File: config.mk
export PLATFORM = sky130hd
export DESIGN_NAME = pwrup_mode_seq
export DESIGN_NICKNAME = d
export VERILOG_FILES = /design/src/rtl/pwrup_pkg.sv /design/src/rtl/pwrup_rst_sync.sv /design/src/rtl/pwrup_bit_sync.sv /design/src/rtl/pwrup_tick_counter.sv /design/src/rtl/pwrup_mode_seq.sv
export SDC_FILE = /design/constraint.sdc
export NUM_CORES = 1
export LEC_CHECK = 0
export BUFFER_PORTS_ARGS = -buffer_cell sky130_fd_sc_hd__buf_2
export CAP_MARGIN = 15
export CORE_UTILIZATION = 30
export CTS_BUF_LIST = sky130_fd_sc_hd__clkbuf_4
export DETAILED_ROUTE_END_ITERATION = 10
export PLACE_DENSITY = 0.57
export SYNTH_ARGS = -nofsm -noshare
export SYNTH_HDL_FRONTEND = slang
export SYNTH_SLANG_ARGS = --single-unit
File: constraint.sdc
create_clock -name clk -period 2.1 [get_ports clk]
set_input_delay 0.315 -clock clk [delete_from_list [all_inputs] [get_ports clk]]
set_output_delay 0.315 -clock clk [all_outputs]
set_load 0.1 [all_outputs]
File: src/rtl/pwrup_pkg.sv
package pwrup_pkg;
  typedef enum logic [1:0] {
    MODE_INSTANT = 2'b00,
    MODE_DELAY   = 2'b01,
    MODE_EMUL    = 2'b10,
    MODE_RSVD    = 2'b11
  } pwr_mode_e;

  typedef enum logic [1:0] {
    ST_INIT = 2'b00,
    ST_WAIT = 2'b01,
    ST_EMUL = 2'b10,
    ST_DONE = 2'b11
  } seq_state_e;
endpackage

File: src/rtl/pwrup_rst_sync.sv
module pwrup_rst_sync (
  input  logic clk,
  input  logic arst_n,
  output logic rst_n_o
);
  logic [1:0] stage_q;

  always_ff @(posedge clk or negedge arst_n) begin
    if (!arst_n) stage_q <= 2'b00;
    else         stage_q <= {stage_q[0], 1'b1};
  end

  assign rst_n_o = stage_q[1];
endmodule

File: src/rtl/pwrup_bit_sync.sv
module pwrup_bit_sync #(
  parameter int WIDTH  = 2,
  parameter int STAGES = 2
) (
  input  logic             clk,
  input  logic             rst_n,
  input  logic [WIDTH-1:0] d_i,
  output logic [WIDTH-1:0] q_o
);
  logic [STAGES-1:0] chain_q [WIDTH];

  for (genvar b = 0; b < WIDTH; b++) begin : g_bit
    always_ff @(posedge clk or negedge rst_n) begin
      if (!rst_n) chain_q[b] <= '0;
      else        chain_q[b] <= {chain_q[b][STAGES-2:0], d_i[b]};
    end
    assign q_o[b] = chain_q[b][STAGES-1];
  end
endmodule

File: src/rtl/pwrup_tick_counter.sv
module pwrup_tick_counter #(
  parameter int W = 8
) (
  input  logic         clk,
  input  logic         rst_n,
  input  logic         clr,
  input  logic         inc,
  input  logic [W-1:0] limit,
  output logic [W-1:0] cnt_o,
  output logic         hit_o
);
  logic [W-1:0] cnt_q, cnt_d;
  logic         cnt_en;

  assign hit_o  = inc && !clr && (cnt_q == limit - W'(1));
  assign cnt_en = clr || inc;

  always_comb begin
    cnt_d = cnt_q;
    if (clr || hit_o) cnt_d = '0;
    else if (inc)     cnt_d = cnt_q + W'(1);
  end

  always_ff @(posedge clk or negedge rst_n) begin
    if (!rst_n)      cnt_q <= '0;
    else if (cnt_en) cnt_q <= cnt_d;
  end

  assign cnt_o = cnt_q;


  cnt_in_range_chk: assert property (@(posedge clk) disable iff (!rst_n)
    cnt_q < limit);
endmodule

File: src/rtl/pwrup_mode_seq.sv
module pwrup_mode_seq #(
  parameter int CLK_HZ     = 250_000_000,
  parameter int DELAY_MS   = 50,
  parameter int CFG_CYCLES = 1024
) (
  input  logic       clk,
  input  logic       por_n,
  input  logic [1:0] mode_sel,
  input  logic       cfg_start,
  input  logic       cfg_clk,
  input  logic       cfg_data,
  output logic       usr_rst,
  output logic       done_oe,
  output logic       done_o
);
  import pwrup_pkg::*;

  localparam int DELAY_CYC = (CLK_HZ / 1000) * DELAY_MS;
  localparam int MAX_CNT   = (DELAY_CYC > CFG_CYCLES) ? DELAY_CYC : CFG_CYCLES;
  localparam int CW        = $clog2(MAX_CNT + 1);
  localparam logic [CW-1:0] DELAY_LIM = CW'(DELAY_CYC);
  localparam logic [CW-1:0] CFG_LIM   = CW'(CFG_CYCLES);

  logic          rst_n_sync;
  logic [1:0]    sync_q;
  logic          clk_s, start_s, clk_prev_q, cfg_rise;
  seq_state_e    state_q, state_d;
  pwr_mode_e     mode_q;
  logic          mode_en;
  logic          cnt_clr, cnt_inc, cnt_hit;
  logic [CW-1:0] cnt_limit, cnt_val;
  logic          cfg_data_unused;

  assign cfg_data_unused = cfg_data;

  pwrup_rst_sync u_rst_sync (
    .clk     (clk),
    .arst_n  (por_n),
    .rst_n_o (rst_n_sync)
  );

  pwrup_bit_sync #(.WIDTH(2), .STAGES(2)) u_in_sync (
    .clk   (clk),
    .rst_n (rst_n_sync),
    .d_i   ({cfg_start, cfg_clk}),
    .q_o   (sync_q)
  );

  assign clk_s   = sync_q[0];
  assign start_s = sync_q[1];

  always_ff @(posedge clk or negedge rst_n_sync) begin
    if (!rst_n_sync) clk_prev_q <= 1'b0;
    else             clk_prev_q <= clk_s;
  end

  assign cfg_rise = clk_s && !clk_prev_q;

  pwrup_tick_counter #(.W(CW)) u_cnt (
    .clk   (clk),
    .rst_n (rst_n_sync),
    .clr   (cnt_clr),
    .inc   (cnt_inc),
    .limit (cnt_limit),
    .cnt_o (cnt_val),
    .hit_o (cnt_hit)
  );

  always_comb begin
    state_d   = state_q;
    cnt_clr   = 1'b0;
    cnt_inc   = 1'b0;
    cnt_limit = DELAY_LIM;
    unique case (state_q)
      ST_INIT: begin
        cnt_clr = 1'b1;
        unique case (pwr_mode_e'(mode_sel))
          MODE_DELAY: state_d = ST_WAIT;
          MODE_EMUL:  state_d = ST_EMUL;
          default:    state_d = ST_DONE;
        endcase
      end
      ST_WAIT: begin
        cnt_inc = 1'b1;
        if (cnt_hit) state_d = ST_DONE;
      end
      ST_EMUL: begin
        cnt_limit = CFG_LIM;
        if (!start_s)      cnt_clr = 1'b1;
        else if (cfg_rise) cnt_inc = 1'b1;
        if (cnt_hit) state_d = ST_DONE;
      end
      default: state_d = ST_DONE;
    endcase
  end

  assign mode_en = (state_q == ST_INIT);

  always_ff @(posedge clk or negedge rst_n_sync) begin
    if (!rst_n_sync) state_q <= ST_INIT;
    else             state_q <= state_d;
  end

  always_ff @(posedge clk or negedge rst_n_sync) begin
    if (!rst_n_sync)  mode_q <= MODE_INSTANT;
    else if (mode_en) mode_q <= pwr_mode_e'(mode_sel);
  end

  assign usr_rst = (state_q != ST_DONE);
  assign done_oe = (state_q != ST_DONE);
  assign done_o  = 1'b0;


  done_sticky_chk: assert property (@(posedge clk) disable iff (!rst_n_sync)
    state_q == ST_DONE |=> state_q == ST_DONE);


  mode_frozen_chk: assert property (@(posedge clk) disable iff (!rst_n_sync)
    state_q != ST_INIT |=> $stable(mode_q));


  instant_no_wait_chk: assert property (@(posedge clk) disable iff (!rst_n_sync)
    (state_q != ST_INIT && (mode_q == MODE_INSTANT || mode_q == MODE_RSVD))
      |-> state_q == ST_DONE);


  start_low_clears_chk: assert property (@(posedge clk) disable iff (!rst_n_sync)
    (state_q == ST_EMUL && !start_s) |=> cnt_val == '0);


  rise_single_chk: assert property (@(posedge clk) disable iff (!rst_n_sync)
    cfg_rise |=> !cfg_rise);
endmodule

# Yosys cells after proc, flatten, opt, wreduce, memory -nomap -nowiden
# Index checks and enable logic that the tools add are counted.
[word_totals] ff_bits=33 in_bits=7
[op_classes] n_addsub=2 eq_ne=7 mux=11 reduce_logical=11
[ops] op="24-bit 2-to-1 mux" n=3
[ops] op="24-bit by 1-bit adder with 24-bit output (second input constant)" n=1
[ops] op="24-bit equality test" n=1
[ops] op="24-bit by 1-bit subtractor with 24-bit output (second input constant)" n=1
[ops] op="2-bit one-hot mux with 2 select lines" n=2
[ops] op="2-bit by 1-bit equality test with 1-bit output (second input constant)" n=2
[ops] op="2-bit equality test (second input constant)" n=2
[ops] op="1-bit one-hot mux with 2 select lines" n=2
[ops] op="1-bit logical AND" n=3
[ops] op="1-bit 2-to-1 mux" n=3
[ops] op="1-bit logical NOT" n=2
[ops] op="2-bit logical NOT" n=1
[ops] op="1-bit logical OR" n=2
[ops] op="2-bit 2-to-1 mux" n=1
[ops] op="2-bit by 1-bit inequality test with 1-bit output (second input constant)" n=1
[ops] op="2-bit inequality test (second input constant)" n=1
[ops] op="2-bit AND reduction" n=1
[ops] op="2-bit nonzero test" n=1
[ops] op="2-bit OR reduction" n=1

# Depth between registers and ports, before layout
# Gate-level depths: netlist of run 1.
[logic_depth] depth_word=10 ltp_mapped=9

# Modules after synthesis
# From an unflattened synthesis of run 1, not the netlist that was laid out.
[hier_totals] hier_cells=306 hier_area_um2=2707.6
[modules_own_cells] module="pwrup_tick_counter" n_inst=1 cells_per_inst=272 area_per_inst_um2=2282.2 seq_area_each_um2=600.6
[modules_own_cells] module="pwrup_mode_seq" n_inst=1 cells_per_inst=25 area_per_inst_um2=256.5 seq_area_each_um2=75.1
[modules_own_cells] module="pwrup_bit_sync" n_inst=1 cells_per_inst=6 area_per_inst_um2=115.1 seq_area_each_um2=100.1
[modules_own_cells] module="pwrup_rst_sync" n_inst=1 cells_per_inst=3 area_per_inst_um2=53.8 seq_area_each_um2=50.0

# Least setup slack after synthesis of run 1
# Ideal clock, no wire load.
[synth_path] path_kind="reg-to-reg" from="reg state_q[0]" to="reg u_cnt.cnt_q[12] (netlist: u_cnt.cnt_o[12])" arrival_time_ns=2.139 t_required_ns=1.979 slack_ns=-0.161 path_stages_with_launch=10 path_buffers=2 path_cell_list="dfrtp_1 inv_1 ha_1 and2_1 a2111oi_0 buf_2 buf_2 nand4b_1 xor2_1 nor2_1"
[synth_between] elab_chain_cells=8 word_cells_on_any_way=16
[synth_lines] item="from (decl)" line="pwrup_mode_seq.sv:27" source="seq_state_e state_q, state_d;"
[synth_lines] item="from (signal assigned)" line="pwrup_mode_seq.sv:101" source="else state_q <= state_d;"
[synth_lines] item="2-bit equality test or 2-bit logical NOT (tied branches)" line="pwrup_mode_seq.sv:74" source="unique case (state_q)"
[synth_lines] item="24-bit 2-to-1 mux or 1-bit one-hot mux with 2 select lines (tied branches)" line="pwrup_mode_seq.sv:74"
[synth_lines] item="24-bit by 1-bit subtractor with 24-bit output or 1-bit logical NOT (tied branches)" line="pwrup_tick_counter.sv:15" source="assign hit_o = inc && !clr && (cnt_q == limit - W'(1));"
[synth_lines] item="24-bit equality test or 1-bit logical AND (tied branches)" line="pwrup_tick_counter.sv:15"
[synth_lines] item="1-bit logical AND" line="pwrup_tick_counter.sv:15"
[synth_lines] item="1-bit logical OR" line="pwrup_tick_counter.sv:20" source="if (clr || hit_o) cnt_d = '0;"
[synth_lines] item="2-bit nonzero test (no line)"
[synth_lines] item="2-bit AND reduction (no line)"
[synth_lines] item="to (signal assigned)" line="pwrup_tick_counter.sv:26" source="else if (cnt_en) cnt_q <= cnt_d;"
[synth_lines] item="to (decl)" line="pwrup_tick_counter.sv:12" source="logic [W-1:0] cnt_q, cnt_d;"
# Several ways; a longest one is shown, not always the timed one.
# A chain may end at the register's enable or synchronous reset.

# Final worst setup path of run 1
[layout_path] from="reg state_q[0]" to="reg u_cnt.cnt_q[23] (netlist: u_cnt.cnt_o[23])"
# The elaborated chain is that of the path after synthesis.

==> results.md, run 1 <==
- Avg Synthesized Cell Area: 10.0 um2
- Die Wd: 78.4 um
- Critical path startpoint category: flop
- Global-route wire length before repair: 5970 um
- RSZ-0062 raised after global routing: true
- Initial antenna violation count: 0
- Kind of critical path: reg2reg
- Die H: 78.4 um
- Final WS setup: -0.0112 ns
- Core footprint: 5570 um2
- Final instance area: 2420 um2
- Final core utilization: 0.434
- Antenna diodes: 0
- Post-route antenna net violation count: 0
- Post-synthesis sequential area ratio: 0.472
- # rows: 27
- Final net count: 222
- Hpwl dp: 2320 um
- Top Ports: 10
- Synth warn: 0
- WHS: 0.0588 ns
- Layout cells sized above 1: 0.438
- Number of unique standard cell types used by synthesis: 40
- DR WL/cell: 14.1 um
- Die footprint: 6140 um2
- Total gr overflow: 0
- Setup violations, final: 1
- Pre-CTS worst setup slack: -0.0503 ns
- Violated checks: negative setup slack
- Crit. End Element: flop
- Status: complete, but fails checks
- Worst Path Max Fanout: 4
- Leak Pwr: 0.924 nW
- Synth Net Count: 188
- Routed vias: 1,421
- Worst hold stages: 1
- Clock Sinks: 33
- Root buf cell: clkbuf_4
- 1st-iter DRT viols: 67
- Reg2Reg Depth: 9
- EDFF count, synth: 0
- CTS tree: built
- Pin count of the biggest net entering global routing: 32
- Pwr dens: 428 nW/um2
- Netlist Area Pre-Place: 1750 um2
- Port Buf Inserts: 7
- CTS buffer count: 5
- Synth async-reset ratio: 1.00
- Layout Skew: 0.0106 ns
- Tcrit/Tclk final: 1.01
- Number of global-route vias before repair: 1,278
- CTS Buffer Depth: 2
- Area growth syn-to-layout: 38.3%
- DR vias/cell: 5.04
- Worst EP arrival: 2.35 ns
- Synth Register Bits: 33
- First-pass DRT Iterations: 4
- Final Hold Fails: 0
- Final Wtd Congestion: 0.797
- Synth Flop Type: dfrtp_1
- Final WL: 3980 um
- Synthesized instance count: 175
- DR DRC count: 0
- CP required: 2.34 ns
- Max_cap viols: 0
- Total track usage: 0.127
- Max Freq: 474 MHz
- Worst skew pair latency: 0.35 ns
- Peak VDD IR: 0.382 mV
- Dpl cell area: 1990 um2
- CTS HTree Levels: 2
- Final Critical Period: 2.11 ns
- Count of final max-slew check failures: 0
- HP Class: in2reg
- Starting Density: 0.314
- Reg clk slew, reported paths: 0.11 ns
-- logic make-up (layout without fill, tap and decap cells) --
kind of cell	count (synthesis)	count (layout)	synth area share
compound gates	15	15	0.0587
buf+inv	12	47	0.0329
other cells	2	2	0.00429
xor+xnor	20	20	0.100
flops	33	33	0.472
mux	1	1	0.00572
fa+ha+maj	6	6	0.0429
simple gates	86	86	0.283
-- per-layer routing --
layer,vias up,share of wire,wire length [um],GRT usage
met5,-,0,0,0
met4,0,0.028,113,0.0611
met3,12,0.034,135,0.0314
met2,29,0.48,1910,0.195
met1,696,0.46,1820,0.167
li1,684,-,-,-
-- cells in the final DEF (no fill, tap or decap), types with 3 or more instances in the layout --
cell type	netlist	layout
dfrtp_1	33	30
nor3_1	4	3
nand4b_1	3	3
nor4_1	8	3
nor2_4	0	7
buf_2	4	7
inv_1	5	3
dfrtp_2	0	3
xor2_1	3	3
nor4_2	0	3
nor2_2	0	8
nor4b_2	0	3
nor4bb_1	4	4
buf_4	2	19
nor3b_1	3	3
nand2_1	9	9
xnor2_1	17	14
nand4_1	4	4
or2_2	3	3
xnor2_2	0	3
nor2_1	24	9
nand3_1	5	5
clkbuf_4	0	5
o21ai_0	3	3
ha_1	6	3
buf_6	0	4
or3_1	5	4
-- state kept, by name, indices dropped and copies added, names as in the netlist --
| register | cells |
|---|---|
| u_cnt.cnt_o | 24 |
| u_in_sync.q_o | 2 |
| state_q | 2 |
| u_rst_sync.stage_q | 2 |
| u_in_sync.chain_q | 2 |
| clk_prev_q | 1 |
-- synthesized netlist by cell type, types with 4 or more instances --
| cell type | number | area share |
|---|---|---|
| a21oi_1 | 4 | 0.011 |
| buf_2 | 4 | 0.011 |
| dfrtp_1 | 33 | 0.47 |
| ha_1 | 6 | 0.043 |
| inv_1 | 5 | 0.011 |
| nand2_1 | 9 | 0.019 |
| nand3_1 | 5 | 0.014 |
| nand4_1 | 4 | 0.014 |
| nor2_1 | 24 | 0.052 |
| nor3_1 | 4 | 0.011 |
| nor4_1 | 8 | 0.029 |
| nor4bb_1 | 4 | 0.023 |
| or3_1 | 5 | 0.018 |
| xnor2_1 | 17 | 0.085 |
-- final cells by class --
class,instances,area (um2)
multi-input cells,130,1120
well taps,72,90.1
clock inverters,3,17.5
fillers,521,3150
clock buffers,5,37.5
flip-flops and latches,33,830
repair buffers,34,303
inverters,5,18.8
-- worst paths after layout --
path / start / endpoint / slack (ns)
setup / recovery: state_q[0]$_DFFE_PN0P_ / u_cnt.cnt_o[23]$_DFFE_PN0P_ / -0.01
hold / removal: cfg_start / u_in_sync.chain_q[0]$_DFF_PN0_ / 0.06
setup reg to reg: state_q[0]$_DFFE_PN0P_ / u_cnt.cnt_o[23]$_DFFE_PN0P_ / -0.01
hold reg to reg: u_rst_sync.stage_q[1]$_DFF_PN0_ / u_cnt.cnt_o[13]$_DFFE_PN0P_ / 0.25
max in group asynchronous: u_rst_sync.stage_q[1]$_DFF_PN0_ / state_q[1]$_DFFE_PN0P_ / 1.54
min in group asynchronous: u_rst_sync.stage_q[1]$_DFF_PN0_ / u_cnt.cnt_o[13]$_DFFE_PN0P_ / 0.25
-- per-stage QoR --
stage / TNS, ns / cells / power, mW
after floorplan: 0 / 175 / 0.674
after global placement: -0.143 / 262 / 0.683
after detailed placement: -1.00 / 262 / 0.683
after CTS: 0 / 272 / 1.04
after global routing: -1.49 / 282 / 1.08
final: -0.0112 / 282 / 1.04
-- power breakdown --
part           leakage [nW]  internal (mW)  switching (mW)  total, mW
Combinational         0.462        0.00650          0.0209     0.0274
Clock                0.0310          0.126           0.239      0.365
Sequential            0.431          0.642         0.00235      0.644
-- worst max-delay path: stages (launching register included) --
cell and delay, ns:
dfrtp_1 0.41, inv_2 0.09, ha_4 0.19, and4b_2 0.25, a2111oi_4 0.36, buf_4 0.19, buf_4 0.13, nor4_2 0.05
xnor2_1 0.29, nor2_4 0.06
-- timing repair --
item / in CTS / in global routing
cloned: 0 / 4
hold endpoints to repair: 2 / 0
pin swaps: 2 / 24
hold buffers: 1 / 0
setup buffers: 1 / 6
resized for setup: 4 / 53
endpoints found under the setup margin: 22 / 25
(Power assumes the default switching activity.)
==> run 2, diff against run 1 <==
--- a/config.mk
+++ b/config.mk
@@ -11,6 +11,7 @@
 export CTS_BUF_LIST = sky130_fd_sc_hd__clkbuf_4
 export DETAILED_ROUTE_END_ITERATION = 10
 export PLACE_DENSITY = 0.57
+export SETUP_SLACK_MARGIN = 0.4
 export SYNTH_ARGS = -nofsm -noshare
 export SYNTH_HDL_FRONTEND = slang
 export SYNTH_SLANG_ARGS = --single-unit
==> run 2 against run 1 <==
  * The flow now finishes without violations
  * Power is 2.2% lower
  * First-iteration DRC count down 9.0%
  * Critical path depth decreased by 1
  * Hold slack improved by 0.027 ns
  * Non-clock buffer count decreased by 8
  * Wire length shrank 13%
  * Final area fell by 10%
  * Core utilization down 4.3 points
  * Count of clock-buffer cells in the layout stayed put
  * Critical endpoint is now u_cnt.cnt_o[15]$_DFFE_PN0P_
  * Largest cell class unchanged
  * Highest routed layer unchanged
==> results.md, run 2 (synthesized netlist as in run 1, its figures left out) <==
- Core footprint: 5570 um2 (unchanged)
- Crit path cell chain: inv_2 -> ha_4 -> and4b_2 -> a2111oi_4 -> buf_12 -> or2_4 -> or3_4 -> a21oi_2
- Layout Skew: 0.0157 ns (+0.00507 ns)
- Final Wtd Congestion: 0.726 (-9.0%)
- FF+latch area: 827 um2 (-0.30%)
- Die H: 78.4 um (unchanged)
- Total gr overflow: 0 (unchanged)
- Slowest Stage Delay on Critical Path: 0.40 ns (about the same)
- Layout cells sized above 1: 0.267 (-0.171)
- Critical path startpoint category: flop
- CTS tree: built
- Area growth syn-to-layout: 24.5%
- Area of the multi-input gates: 951 um2 (-15%)
- Max_cap viols: 0 (unchanged)
- Antenna diodes: 0 (unchanged)
- CTS HTree Levels: 2 (unchanged)
- Die footprint: 6140 um2 (unchanged)
- Tcrit/Tclk final: 0.973 (-0.0326)
- Leak Pwr: 0.881 nW (-4.7%)
- Worst skew pair latency: 0.34 ns (about the same)
- Count of final max-slew check failures: 0 (unchanged)
- Clock Sinks: 33 (unchanged)
- Final Hold Fails: 0 (unchanged)
- CP required: 2.38 ns (+0.04 ns)
- CTS buffer count: 5 (unchanged)
- Root buf cell: clkbuf_4
- Most frequent cells in the layout: 32 x dfrtp_1, 24 x nor2_1, 17 x xnor2_1, 13 x buf_4
- Hpwl dp: 2420 um (+4.3%)
- Reg clk slew, reported paths: 0.11 ns (about the same)
- Largest register FFs: 24 (unchanged)
- Starting Density: 0.314 (unchanged)
- Slowest cell on the critical path: dfrtp_1
- # rows: 27 (unchanged)
- Peak VDD IR: 0.244 mV (-36%)
- Reg2reg start: state_q[0]$_DFFE_PN0P_
- Hold path startpoint: cfg_clk
- Crit. Startpoint: state_q[0]$_DFFE_PN0P_
- Pin count of the biggest net entering global routing: 32 (unchanged)
- Max Freq: 490 MHz (+3.4%)
- Post-route antenna net violation count: 0 (unchanged)
- CTS Buffer Depth: 2 (unchanged)
- DR DRC count: 0 (unchanged)
- DR WL/cell: 12.7 um (-9.9%)
- Crit. End Element: flop
- HP Class: in2reg
- Post-Layout Cell Count: 274 (-2.8%)
- Sum Neg Setup Slack: 0 ns (+0.0112 ns)
- Top Ports: 10 (unchanged)
- Commonest non-fill, non-tap cell in the layout: dfrtp_1
- Setup violations, final: 0 (-1)
- Number of global-route vias before repair: 1,342 (+5.0%)
- Pwr dens: 465 nW/um2 (+8.7%)
- First-pass DRT Iterations: 4 (unchanged)
- Global-route wire length before repair: 6250 um (+4.7%)
- DR vias/cell: 4.75 (-5.8%)
- Initial antenna violation count: 0 (unchanged)
- Kind of critical path: reg2reg
- Placed insts: 262 (unchanged)
- Port Buf Inserts: 7 (unchanged)
- Final WL: 3480 um (-13%)
- Total track usage: 0.133 (+0.00585)
- Worst Path Max Fanout: 20 (+16)
- Final Critical Period: 2.04 ns (-0.0686 ns)
- RSZ-0062 raised after global routing: true
- Final net count: 214 (-3.6%)
- Fillers: 563 (+8.1%)
- Routed vias: 1,301 (-8.4%)
- Status: complete, no violations
- 1st-iter DRT viols: 61 (-9.0%)
- Die Wd: 78.4 um (unchanged)
- Worst EP arrival: 2.32 ns (-0.03 ns)
[run 2: worst paths after layout]
path                                                   to  slack (ns)  cells past startpoint
max                           u_cnt.cnt_o[15]$_DFFE_PN0P_        0.06                      8
min reg2reg                    u_cnt.cnt_o[1]$_DFFE_PN0P_        0.26                      1
min in group asynchronous      u_cnt.cnt_o[1]$_DFFE_PN0P_        0.26                      1
max in group asynchronous     u_cnt.cnt_o[10]$_DFFE_PN0P_        1.52                      1
min                        u_in_sync.chain_q[2]$_DFF_PN0_        0.09                      1
max reg2reg                   u_cnt.cnt_o[15]$_DFFE_PN0P_        0.06                      8
[run 2: critical path, delay by kind of cell, from the launching register on]
family / cells / cell delay (ns)
AND/OR/NAND/NOR: 3 / 0.90
AO/OA/AOI/OAI: 2 / 0.21
buffers and inverters: 2 / 0.28
flip-flops: 1 / 0.40
adder cells (fa/ha/maj): 1 / 0.17
[run 2: area by class of cell]
type                    count  share of cell area
well taps                  72              0.0414
clock buffers               5              0.0172
flip-flops and latches     33               0.380
multi-input cells         130               0.437
inverters                   5              0.0103
clock inverters             3             0.00574
repair buffers             26               0.109
[run 2: through the flow]
step,power [mW],setup WS [ns],cell area [um2],utilization,hold slack [ns]
global route,1.06,-0.0401,2180,0.391,0.0549
floorplan,0.674,0.180,1820,-,0.0194
CTS,1.03,0.0442,2140,0.384,0.0641
finish,1.01,0.0573,2180,0.391,0.0857
detailed placement,0.684,-0.0126,2010,0.361,0.108
global placement,0.684,0.0148,2010,0.361,0.101
[run 2: routing by layer]
metal,track usage,share of wire,vias up
li1,-,-,662
met1,0.167,0.49,622
met2,0.215,0.47,11
met3,0.0349,0.022,6
met4,0.0556,0.020,0
met5,0,0,-
[run 2: report_power, final]
group	internal (mW)	switching, mW	total [mW]
Sequential	0.642	0.00200	0.644
Clock	0.121	0.221	0.342
Combinational	0.00648	0.0215	0.0279
Total	0.769	0.244	1.01
[run 2: repair_timing]
item | 4_1_cts | 5_1_grt
endpoints found under the setup margin | 28 | 28
pin swaps | 2 | 3
endpoints found under the hold margin | 2 | 0
hold buffers | 1 | 0
setup buffers | 1 | 2
gates resized for setup | 16 | 6
